`src/rtl/uart_os_rx_pkg.sv`:
```
package uart_os_rx_pkg;
  typedef enum logic {
    ST_IDLE = 1'b0,
    ST_RECV = 1'b1
  } rx_state_e;
endpackage

```
`src/rtl/uart_os_rx_sync.sv`:
```
module uart_os_rx_sync #(
  parameter int STAGES = 2
) (
  input  logic clk_i,
  input  logic rst_ni,
  input  logic d_i,
  output logic q_o
);
  logic [STAGES-1:0] ff_q;

  // reset to the idle line level
  always_ff @(posedge clk_i or negedge rst_ni) begin
    if (!rst_ni) ff_q <= '1;
    else         ff_q <= {ff_q[STAGES-2:0], d_i};
  end

  assign q_o = ff_q[STAGES-1];
endmodule

```
`src/rtl/uart_os_rx_timing.sv`:
```
module uart_os_rx_timing
  import uart_os_rx_pkg::*;
#(
  parameter int OS_RATE    = 16,
  parameter int FRAME_BITS = 10
) (
  input  logic clk_i,
  input  logic rst_ni,
  input  logic tick_i,
  input  logic rx_s_i,
  output logic win_o,
  output logic strobe_o,
  output logic last_o
);
  localparam int CNT_W = $clog2(OS_RATE);
  localparam int IDX_W = $clog2(FRAME_BITS);
  localparam logic [CNT_W-1:0] MID  = CNT_W'(OS_RATE / 2 - 1);
  localparam logic [IDX_W-1:0] LAST = IDX_W'(FRAME_BITS - 1);

  rx_state_e        state_q;
  logic [CNT_W-1:0] cnt_q;
  logic [IDX_W-1:0] idx_q;
  logic             prev_q;
  logic             fall;
  logic             at_mid;

  assign fall     = tick_i && prev_q && !rx_s_i;
  assign at_mid   = (state_q == ST_RECV) && tick_i && (cnt_q == MID);
  assign strobe_o = at_mid;
  assign last_o   = at_mid && (idx_q == LAST);
  assign win_o    = (state_q == ST_RECV);

  always_ff @(posedge clk_i or negedge rst_ni) begin
    if (!rst_ni) prev_q <= 1'b1;
    else if (tick_i) prev_q <= rx_s_i;
  end

  always_ff @(posedge clk_i or negedge rst_ni) begin
    if (!rst_ni) begin
      state_q <= ST_IDLE;
      cnt_q   <= '0;
      idx_q   <= '0;
    end else begin
      unique case (state_q)
        ST_IDLE: begin
          if (fall) begin
            state_q <= ST_RECV;
            cnt_q   <= '0;
            idx_q   <= '0;
          end
        end
        ST_RECV: begin
          if (tick_i) cnt_q <= cnt_q + 1'b1;
          if (at_mid) begin
            // start bit high at its centre: treat as glitch
            if ((idx_q == '0) && rx_s_i) state_q <= ST_IDLE;
            else if (idx_q == LAST)      state_q <= ST_IDLE;
            else                          idx_q   <= idx_q + 1'b1;
          end
        end
        default: state_q <= ST_IDLE;
      endcase
    end
  end

  AST_IDX_RANGE: assert property (@(posedge clk_i) disable iff (!rst_ni)
    idx_q <= LAST);
  AST_START_ON_FALL: assert property (@(posedge clk_i) disable iff (!rst_ni)
    $rose(win_o) |-> $past(tick_i) && !$past(rx_s_i));
  AST_STROBE_ON_TICK: assert property (@(posedge clk_i) disable iff (!rst_ni)
    strobe_o |-> tick_i && win_o);
  AST_STROBE_SINGLE: assert property (@(posedge clk_i) disable iff (!rst_ni)
    strobe_o |=> !strobe_o);
endmodule

```
`src/rtl/uart_os_rx_hold.sv`:
```
module uart_os_rx_hold #(
  parameter int FRAME_BITS = 10
) (
  input  logic                  clk_i,
  input  logic                  rst_ni,
  input  logic                  strobe_i,
  input  logic                  last_i,
  input  logic                  bit_i,
  input  logic                  clr_i,
  output logic [FRAME_BITS-1:0] frame_o,
  output logic                  err_o,
  output logic                  valid_o
);
  logic [FRAME_BITS-1:0] shift_q;
  logic [FRAME_BITS-1:0] capt;

  // full frame formed from the current sample, so handoff happens on the last strobe
  assign capt = {bit_i, shift_q[FRAME_BITS-1:1]};

  always_ff @(posedge clk_i or negedge rst_ni) begin
    if (!rst_ni)       shift_q <= '0;
    else if (strobe_i) shift_q <= capt;
  end

  always_ff @(posedge clk_i or negedge rst_ni) begin
    if (!rst_ni) begin
      frame_o <= '0;
      err_o   <= 1'b0;
      valid_o <= 1'b0;
    end else if (clr_i) begin
      frame_o <= '0;
      err_o   <= 1'b0;
      valid_o <= 1'b0;
    end else if (last_i) begin
      frame_o <= capt;
      err_o   <= !bit_i;
      valid_o <= 1'b1;
    end else begin
      valid_o <= 1'b0;
    end
  end

  AST_VALID_PULSE: assert property (@(posedge clk_i) disable iff (!rst_ni)
    valid_o |=> !valid_o);
  AST_ERR_MATCH_STOP: assert property (@(posedge clk_i) disable iff (!rst_ni)
    valid_o |-> (err_o == !frame_o[FRAME_BITS-1]));
  AST_CLEAR_ZERO: assert property (@(posedge clk_i) disable iff (!rst_ni)
    clr_i |=> (frame_o == '0) && !err_o && !valid_o);
  AST_HOLD_STABLE: assert property (@(posedge clk_i) disable iff (!rst_ni)
    (!valid_o && !$past(clr_i)) |-> $stable(frame_o) && $stable(err_o));
endmodule

```
`src/rtl/uart_os_rx.sv`:
```
module uart_os_rx #(
  parameter int OS_RATE   = 16,
  parameter int DATA_BITS = 8,
  parameter int SYNC_FF   = 2
) (
  input  logic                   clk_i,
  input  logic                   rst_ni,
  input  logic                   os_tick_i,
  input  logic                   rx_i,
  input  logic                   clr_hold_i,
  output logic [DATA_BITS-1:0]   data_o,
  output logic [DATA_BITS+1:0]   frame_o,
  output logic                   frame_err_o,
  output logic                   valid_o,
  output logic                   win_o,
  output logic                   strobe_o
);
  localparam int FRAME_BITS = DATA_BITS + 2;

  logic rx_s;
  logic last;

  uart_os_rx_sync #(.STAGES(SYNC_FF)) u_sync (
    .clk_i (clk_i),
    .rst_ni(rst_ni),
    .d_i   (rx_i),
    .q_o   (rx_s)
  );

  uart_os_rx_timing #(.OS_RATE(OS_RATE), .FRAME_BITS(FRAME_BITS)) u_timing (
    .clk_i   (clk_i),
    .rst_ni  (rst_ni),
    .tick_i  (os_tick_i),
    .rx_s_i  (rx_s),
    .win_o   (win_o),
    .strobe_o(strobe_o),
    .last_o  (last)
  );

  uart_os_rx_hold #(.FRAME_BITS(FRAME_BITS)) u_hold (
    .clk_i   (clk_i),
    .rst_ni  (rst_ni),
    .strobe_i(strobe_o),
    .last_i  (last),
    .bit_i   (rx_s),
    .clr_i   (clr_hold_i),
    .frame_o (frame_o),
    .err_o   (frame_err_o),
    .valid_o (valid_o)
  );

  assign data_o = frame_o[FRAME_BITS-2:1];

  AST_VALID_CLOSES_WIN: assert property (@(posedge clk_i) disable iff (!rst_ni)
    valid_o |-> !win_o);
  AST_DATA_MATCH_FRAME: assert property (@(posedge clk_i) disable iff (!rst_ni)
    valid_o |-> !frame_o[0]);
endmodule

```
`config.mk`:
```
export PLATFORM = sky130hd
export DESIGN_NAME = uart_os_rx
export DESIGN_NICKNAME = d
export VERILOG_FILES = /design/src/rtl/uart_os_rx_pkg.sv /design/src/rtl/uart_os_rx_sync.sv /design/src/rtl/uart_os_rx_timing.sv /design/src/rtl/uart_os_rx_hold.sv /design/src/rtl/uart_os_rx.sv
export SDC_FILE = /design/constraint.sdc
export NUM_CORES = 1
export LEC_CHECK = 0
export BUFFER_PORTS_ARGS = -buffer_cell sky130_fd_sc_hd__buf_2
export CAP_MARGIN = 40
export CELL_PAD_IN_SITES_DETAIL_PLACEMENT = 2
export CELL_PAD_IN_SITES_GLOBAL_PLACEMENT = 2
export CORE_ASPECT_RATIO = 1.2
export CORE_MARGIN = 1.5
export CORE_UTILIZATION = 35
export DETAILED_ROUTE_END_ITERATION = 10
export PLACE_DENSITY_LB_ADDON = 0.08
export SYNTH_ARGS = -nofsm -noshare
export SYNTH_HDL_FRONTEND = slang
export SYNTH_SLANG_ARGS = --single-unit
export TNS_END_PERCENT = 20
```
`constraint.sdc`:
```
create_clock -name clk_i -period 3.3 [get_ports clk_i]
set_clock_uncertainty 0.05 [all_clocks]
set_input_delay 0.33 -clock clk_i [delete_from_list [all_inputs] [get_ports clk_i]]
set_output_delay 0.33 -clock clk_i [all_outputs]
set_load 0.03 [all_outputs]
```
# ---- Yosys cells after proc, flatten, opt, wreduce, memory -nomap -nowiden
# Index checks and enable logic that the tools add are counted.
# W data, S select, Z words.
dict set report word_totals {
  ff_bits 34
  inputBits 5
  out_inout_bits 22
  wordCells 48
}
dict set report op_classes {
  add_sub_neg 2
  n_eq_ne 7
  mux 18
  bitwise_logic 1
  reduce_logical 11
}
# op n
set op_table {}
lappend op_table {{$mux W10} 2}
lappend op_table {{$mux W4} 5}
lappend op_table {{$pmux W4 S2} 2}
lappend op_table {{$add A4 B1 Y4 const B} 2}
lappend op_table {{$mux W1} 8}
lappend op_table {{$ne A2 B2 Y1 const B} 4}
lappend op_table {{$logic_and A1 B1 Y1} 6}
lappend op_table {{$eq A4 B3 Y1 const B} 1}
lappend op_table {{$eq A4 B4 Y1 const B} 1}
lappend op_table {{$logic_not A4 Y1} 1}
lappend op_table {{$reduce_and A4 Y1} 1}
lappend op_table {{$ne A2 B1 Y1 const B} 1}
lappend op_table {{$pmux W1 S2} 1}
lappend op_table {{$reduce_and A2 Y1} 1}
lappend op_table {{$reduce_bool A2 Y1} 1}
lappend op_table {{$logic_not A1 Y1} 1}
lappend op_table {{$not A1 Y1} 1}

# ---- Depth between registers and ports, before layout
# Gate-level depths: netlist of run 1.
dict set report depth {
  ltp_word 5
  depth_mapped 7
  depth_no_buf 6
}

# ---- Modules after synthesis
# From an unflattened synthesis of run 1, not the netlist that was laid out.
dict set report unflattened {
  hier_cells 128
  hier_area_um2 1514.0
}
# mod n_inst cells_per_inst area_each_um2 seq_area_each_um2
set modules_own_cells {}
lappend modules_own_cells {uart_os_rx_hold 1 57 810.8 525.5}
lappend modules_own_cells {uart_os_rx_timing 1 61 590.6 251.5}
lappend modules_own_cells {uart_os_rx 1 8 60.1 0.0}
lappend modules_own_cells {uart_os_rx_sync 1 2 52.6 52.6}

# ---- Least setup slack after synthesis of run 1
# Ideal clock, no wire load.
dict set report synth_path {
  path_kind {reg2reg}
  start {register u_timing.state_q, in the netlist u_timing.win_o}
  end {register u_hold.shift_q[4]}
  setup_ns 0.125
  arrival_ns 1.462
  required_ns 3.125
  path_slack_ns 1.664
  stages_incl_launch_ff 5
  path_buffers 1
  period_less_slack_ns 1.636
  path_cell_list {dfrtp_1 -> nand3_4 -> nor2_4 -> buf_4 -> mux2_2}
}
dict set report synth_via {
  elab_chain_cells 2
}
# element line_no
set synth_lines {}
lappend synth_lines {{from (decl)} uart_os_rx_timing.sv:20} ;# rx_state_e state_q;
lappend synth_lines {{from (signal assigned)} uart_os_rx_timing.sv:40} ;# state_q <= ST_IDLE;
lappend synth_lines {{from (signal assigned)} uart_os_rx_timing.sv:47} ;# state_q <= ST_RECV;
lappend synth_lines {{from (signal assigned)} uart_os_rx_timing.sv:56} ;# if ((idx_q == '0) && rx_s_i) state_q <= ST_IDLE;
lappend synth_lines {{$logic_and A1 B1 Y1 (2 in series)} uart_os_rx_timing.sv:28} ;# assign at_mid = (state_q == ST_RECV) && tick_i && (cnt_q == MID);
lappend synth_lines {{net strobe_o} uart_os_rx.sv:16} ;# output logic strobe_o
lappend synth_lines {{to (signal assigned)} uart_os_rx_hold.sv:22} ;# else if (strobe_i) shift_q <= capt;
lappend synth_lines {{to (decl)} uart_os_rx_hold.sv:14} ;# logic [FRAME_BITS-1:0] shift_q;
# The timed path passes the listed nets, and every way through them passes these cells.
# A chain may end at the register's enable or synchronous reset.

# ---- Final worst setup path of run 1
dict set report layout_path {
  start {register u_timing.state_q, in the netlist u_timing.win_o}
  end {output strobe_o}
}
dict set report layout_via {
  elab_chain_cells 2
}
# element line_no
set layout_lines {}
lappend layout_lines {{$logic_and A1 B1 Y1 (2 in series)} uart_os_rx_timing.sv:28}
lappend layout_lines {{to (decl)} uart_os_rx.sv:16}
# No other way between the ends.

==> out/qor.csv, run 1 <==
metric,value,unit
status,finished clean,
1st-iter DRT viols,35,
largest family of logic cells by synthesized area,multiplexers,
wl on met1,1.381,mm
Max Fclk,453.7,MHz
# Max-Cap Violations,0,
I/O Pins,27,
"Hold Violations, Final",0,
syn_nets,138,
uppermost layer routed,met4,
PortBufs,26,
wire per inst,15.74,um
peak supply drop,0.0002704,V
Synth area leader,dfrtp_1,
Setup crit end kind,output port,
"CTS clk-pin slew, worst paths",70,ps
post-route setup TNS,0,ps
ys async rst share,1.000,
CTS tree,done,
"Hold-fix buffers, CTS",0,
global-route wire length before repair,5.561,mm
die width,63.85,um
root buffer cell,clkbuf_8,
relative slew slack,0.5015,
post-synthesis cell area,1555,um^2
gr usage total,0.1511,
Worst Tran Pin Value,747.7,ps
CP Data Required Time,2920,ps
Initial Util,0.3649,
"Design Area, Final",1739,um^2
Final Cycle Share,0.6679,
Initial DRT Pass Iterations,2,
Total Power,1.077,mW
CP max FO,14,
placed cells,198,
CP max stage cell,dfrtp_1,
"top cells by area, synth","dfrtp_1 (48%), mux2i_1 (7.7%), mux2_2 (7.2%), dfstp_2 (5.1%), buf_4 (4.3%)",
crit path kind,flop to output port,
final setup vio count,0,
synthesis-to-layout area growth,11.83,%
DIE AREA,4854,um^2
Non-Filler Instances,206,
DRT Wirelength,3.243,mm
RSZ-0062 raised after global routing,false,
#FFs+latches synth,33,
Slew Limit Fails,0,
met3 WL,93,um
placed cell area,1657,um^2
PwrDens,619.5,nW/um^2
Critical Path Source Type,flop,
crit path DAT,1820,ps
Ant. Diodes,0,
Overflow after GRT,0,
vias in the first global route,1107,
Die Ht,76.02,um
initial antenna violation count,0,
Rows,26,
Tmin final,2204,ps
Core ar.,4262,um^2
pre-CTS setup slack,1270,ps
Synth Area in Adders,0.03218,
Syn Inst Count,129,
ordered cell list for the critical path,nand3_4 -> nor2_4 -> buf_2,
Critical Path Max Stage Delay,620,ps
largest net degree at the start of global routing,34,
Final Wtd Congestion,0.7372,
Num CTS Buffers,5,
register area share after synthesis,0.5334,
HPWL Detailed,2.283,mm
type of the most critical hold path,primary input to asynchronous set/reset pin,
YS warnings,0,
syn_area_per_cell,12.06,um^2
H-Tree Depth,2,
met2 WL,1.710,mm
Static Leakage,0.8581,nW
worst skew pair latency,280,ps
Post-route DRC,0,
Yosys top cell area share,0.4827,
Post-synth EDFFs,0,
Synth Flop Type,dfrtp_1,
share of cells above drive strength 1,0.3333,
Seq. cell area,829.5,um^2
fillers,472,
routed vias,1029,
Clock Path Buffers,2,
XOR/XNOR share of the synthesized area,0.005632,
Post-Synth Simple-Gate Area,0.1408,
CTS Sinks,33,
Multi-input gate area,611.8,um^2
number of routed nets with antenna violations,0,
post-synthesis compound-gate area fraction,0.06516,
post_cts resized,0,
Final #Nets,158,
"Worst Setup Slack, final",1096,ps
post-synthesis mux area share,0.1496,
vias per inst,4.995,
"Setup Fix Bufs, Post-CTS",0,
Synth cell types,32,
-- worst paths after layout --
kind	from	to	slack [ps]	depth (start not counted)
worst max-delay path	u_timing.win_o	strobe_o	1100	3
worst min-delay path	rst_ni	u_hold.frame_o[6]	60	1
worst max register to register	u_timing.win_o	u_hold.frame_o[8]	1300	4
worst min register to register	u_sync.ff_q[0]	u_sync.ff_q[1]	320	0
max in group asynchronous	rst_ni	u_timing.win_o	2660	1
min in group clk_i	rx_i	u_sync.ff_q[0]	90	1
-- kinds of logic after synthesis --
kind of cell | Yosys count
AND/OR/NAND/NOR | 38
adder cells (fa/ha/maj) | 4
XOR/XNOR | 1
buffers and inverters | 17
multiplexers | 22
AO/OA/AOI/OAI | 14
flip-flops | 33
-- synthesized netlist by cell type (all sizes together), types with 3 or more instances --
cell,instances
mux2,10
inv,4
nor2,12
dfstp,3
dfrtp,30
nand2,9
o21ai,4
mux2i,12
buf,12
ha,4
nand3,8
-- worst max-delay path, delay by kind of cell, from the launching register on --
family                 cells  cell delay [ps]
DFF                        1              620
buffers and inverters      1              280
and+or+nand+nor            2              640
-- power breakdown --
part,internal (mW),switching [mW],total [mW]
logic,0.103,0.141,0.245
registers,0.463,0.0797,0.542
clock network,0.146,0.144,0.290
-- metal layers --
layer  GRT usage  vias up
met5           0        -
li1            -      476
met1      0.1886      529
met3     0.03988        5
met4     0.06522        0
met2      0.2438       19
-- area by class of cell --
type	count	area share
flip-flops and latches	33	0.4770
multi-input cells	79	0.3518
repair buffers	26	0.07482
clock buffers	6	0.04173
well taps	56	0.04029
inverters	4	0.008633
clock inverters	2	0.005755
-- sequential cells by signal, summed over array words and instances, names as in the netlist --
signal and flops:
u_hold.err_o 1, u_timing.win_o 1, u_timing.idx_q 4, u_timing.prev_q 1
u_hold.frame_o 10, u_timing.cnt_q 4, u_hold.shift_q 9, u_sync.ff_q 2
u_hold.valid_o 1
-- cell usage in the layout, fill, tap and decap left out, types with 3 or more instances in the layout --
cell type  netlist  layout
dfrtp_1         30      30
buf_2            1      26
mux2i_1         12      12
nor2_1          11      11
mux2_2          10      10
nand2_1          9       9
nand3_1          7       7
clkbuf_8         0       5
inv_1            4       4
ha_1             4       4
o21ai_0          3       3
dfstp_2          3       3
-- through the flow --
stage | hold WS, ps | util
2_1_floorplan | -15.59 | -
3_3_place_gp | 297.9 | 0.3887
3_5_place_dp | 303.9 | 0.3887
4_1_cts | 77.21 | 0.4081
5_1_grt | 76.77 | 0.4081
6_report | 59.89 | 0.4081
No activity file was read; power rests on OpenSTA's default activity.
==> run 2: changes to the inputs <==
CORE_UTILIZATION = 33   (was 35)
clock period = 1.83 ns   (was 3.3 ns; I/O delays follow)
==> run 2 against run 1 <==
Net effect: cell count is 4.4% higher; via count is 2.9% higher; worst hold slack better by 120 ps; first-iteration DRC count is 66% lower; worst setup slack worse by 920 ps; sequential cell count stayed put; largest power group unchanged; highest routed layer unchanged.
==> out/qor.csv, run 2 (same netlist as run 1, synthesis figures left out) <==
metric,value,unit,change
Setup crit start,u_timing.idx_q[1],,
share of cells above drive strength 1,0.3503,,+0.01699
Max Fclk,605.6,MHz,
Gate power share,0.251,,+0.024
"most common cell after layout, fill and taps aside",dfrtp_1,,
die width,65.67,um,+2.9%
Int Power,1.308,mW,+84%
1st-iter DRT viols,12,,-66%
CTS tree,done,,
DIE AREA,5135,um^2,+5.8%
gr usage total,0.1469,,-0.004137
Clock Path Buffers,2,,unchanged
Sw Ratio,0.3336,,-0.005582
RSZ-0062 raised after global routing,false,,
Reg with most FFs,u_hold.frame_o,,
Num CTS Buffers,5,,unchanged
wire per inst,15.41,um,-2.1%
routed vias,1059,,+2.9%
DRT Wirelength,3.314,mm,+2.2%
Non-Filler Instances,215,,+4.4%
placed cells,203,,+2.5%
Final Wtd Congestion,0.8441,,+15%
Post-route DRC,0,,unchanged
vias per inst,4.926,,-1.4%
Setup crit end kind,flop,,
Switch Pwr,655.0,uW,+79%
final setup vio count,0,,unchanged
worst skew pair latency,280,ps,about the same
Initial Util,0.3410,,-0.02393
Crit Reg-Reg Startpoint,u_timing.idx_q[1],,
vias in the first global route,1109,,+0.18%
Critical Path Source Type,flop,,
Die Ht,78.20,um,+2.9%
CP max FO,11,,-3
Ant. Diodes,0,,unchanged
PortBufs,26,,unchanged
synthesis-to-layout area growth,16.49,%,
Hold Crit Start,clr_hold_i,,
post_cts resized,0,,unchanged
fillers,499,,+5.7%
CTS Sinks,33,,unchanged
type of the most critical hold path,primary input to flop,,
Regs by FF count,"u_hold.frame_o (10), u_hold.shift_q (9)",,
Slew Limit Fails,0,,unchanged
crit path DAT,1760,ps,-60 ps
Final #Nets,165,,+4.4%
most frequent cells in the layout,"dfrtp_1 (30), buf_2 (26), mux2i_1 (12)",,
HPWL Detailed,2.313,mm,+1.3%
Core ar.,4561,um^2,+7.0%
Static Leakage,0.8943,nW,+4.2%
H-Tree Depth,2,,unchanged
Seq pwr share,0.481,,-0.022
# Max-Cap Violations,0,,unchanged
Initial DRT Pass Iterations,2,,unchanged
Rows,27,,+3.8%
status,finished clean,,
"CTS clk-pin slew, worst paths",70,ps,about the same
power share of the clock group,0.269,,about the same
CP Data Required Time,1940,ps,-980 ps
Overflow after GRT,0,,unchanged
PwrDens,1084,nW/um^2,+75%
post-route setup TNS,0,ps,unchanged
global-route wire length before repair,5.533,mm,-0.50%
"Hold Violations, Final",0,,unchanged
number of routed nets with antenna violations,0,,unchanged
Final Cycle Share,0.9024,,
largest net degree at the start of global routing,34,,unchanged
root buffer cell,clkbuf_8,,
number of flip-flops in the largest register,10,,unchanged
Worst Tran Pin Value,753.6,ps,+5.899 ps
crit path kind,flop to flop,,
initial antenna violation count,0,,unchanged
relative slew slack,0.4976,,-0.003933
peak supply drop,0.0004739,V,+75%
Tmin final,1651,ps,
I/O Pins,27,,unchanged
run 2: changes by cell type in the layout (fill, tap and decap cells not counted), sizes merged:
cell and change:
buf +5, dlygate4sd3 +2
run 2: path summary, 6_finish.rpt:
check / depth (start not counted) / slack (ps) / endpoint
max: 7 / 180 / u_hold.frame_o[2]
min: 2 / 180 / u_hold.frame_o[5]
max reg2reg: 7 / 180 / u_hold.frame_o[2]
min reg2reg: 0 / 310 / u_sync.ff_q[1]
max in group asynchronous: 2 / 800 / u_hold.frame_o[1]
min in group asynchronous: 2 / 460 / u_hold.frame_o[7]
run 2: routing by layer:
metal	vias up	part of all wire	track usage
met5	-	0	0
met4	0	0.022	0.07500
met3	5	0.040	0.04441
met2	20	0.54	0.2525
met1	541	0.40	0.1602
li1	493	-	-
run 2: critical path: stages, from the launching register on:
cell and delay, ps:
dfrtp_1 420, inv_1 90, ha_1 200, nand3b_1 150, nor3_4 180, buf_12 170
mux2i_1 200, nor2_1 70
run 2: layout make-up:
class | instances | area, um^2 | share of cell area
clock buffer | 6 | 72.57 | 0.04006
clock inverter | 2 | 10.01 | 0.005525
inverter | 4 | 15.01 | 0.008287
multi-input combinational | 79 | 611.8 | 0.3377
sequential | 33 | 829.5 | 0.4579
tap | 58 | 72.57 | 0.04006
timing repair buffer | 33 | 200.2 | 0.1105
run 2: power by group through the flow:
stage | clock network, mW | registers [mW] | logic [mW]
after floorplan | 0 | 0.949 | 0.346
after global placement | 0 | 0.951 | 0.466
after detailed placement | 0 | 0.958 | 0.495
after CTS | 0.564 | 0.945 | 0.505
after global routing | 0.593 | 0.957 | 0.553
final | 0.527 | 0.943 | 0.492
run 2: per-stage QoR:
stage | power (mW) | hold WS [ps] | setup WS [ps] | util | area [um^2]
detailed placement | 1.452 | 241.1 | 129.5 | 0.3715 | 1694
floorplan | 1.295 | -162.6 | 193.5 | - | 1555
global placement | 1.416 | 234.1 | 163.8 | 0.3715 | 1694
CTS | 2.014 | 187.2 | 142.9 | 0.3973 | 1812
global route | 2.103 | 197.7 | 20.29 | 0.3973 | 1812
finish | 1.963 | 183.9 | 178.7 | 0.3973 | 1812
run 2: what timing repair did:
item | 4_1_cts | 5_1_grt
hold buffers | 2 | 0
setup buffers | 2 | 0
endpoints found under the setup margin | 1 | 0
hold endpoints to repair | 31 | 0
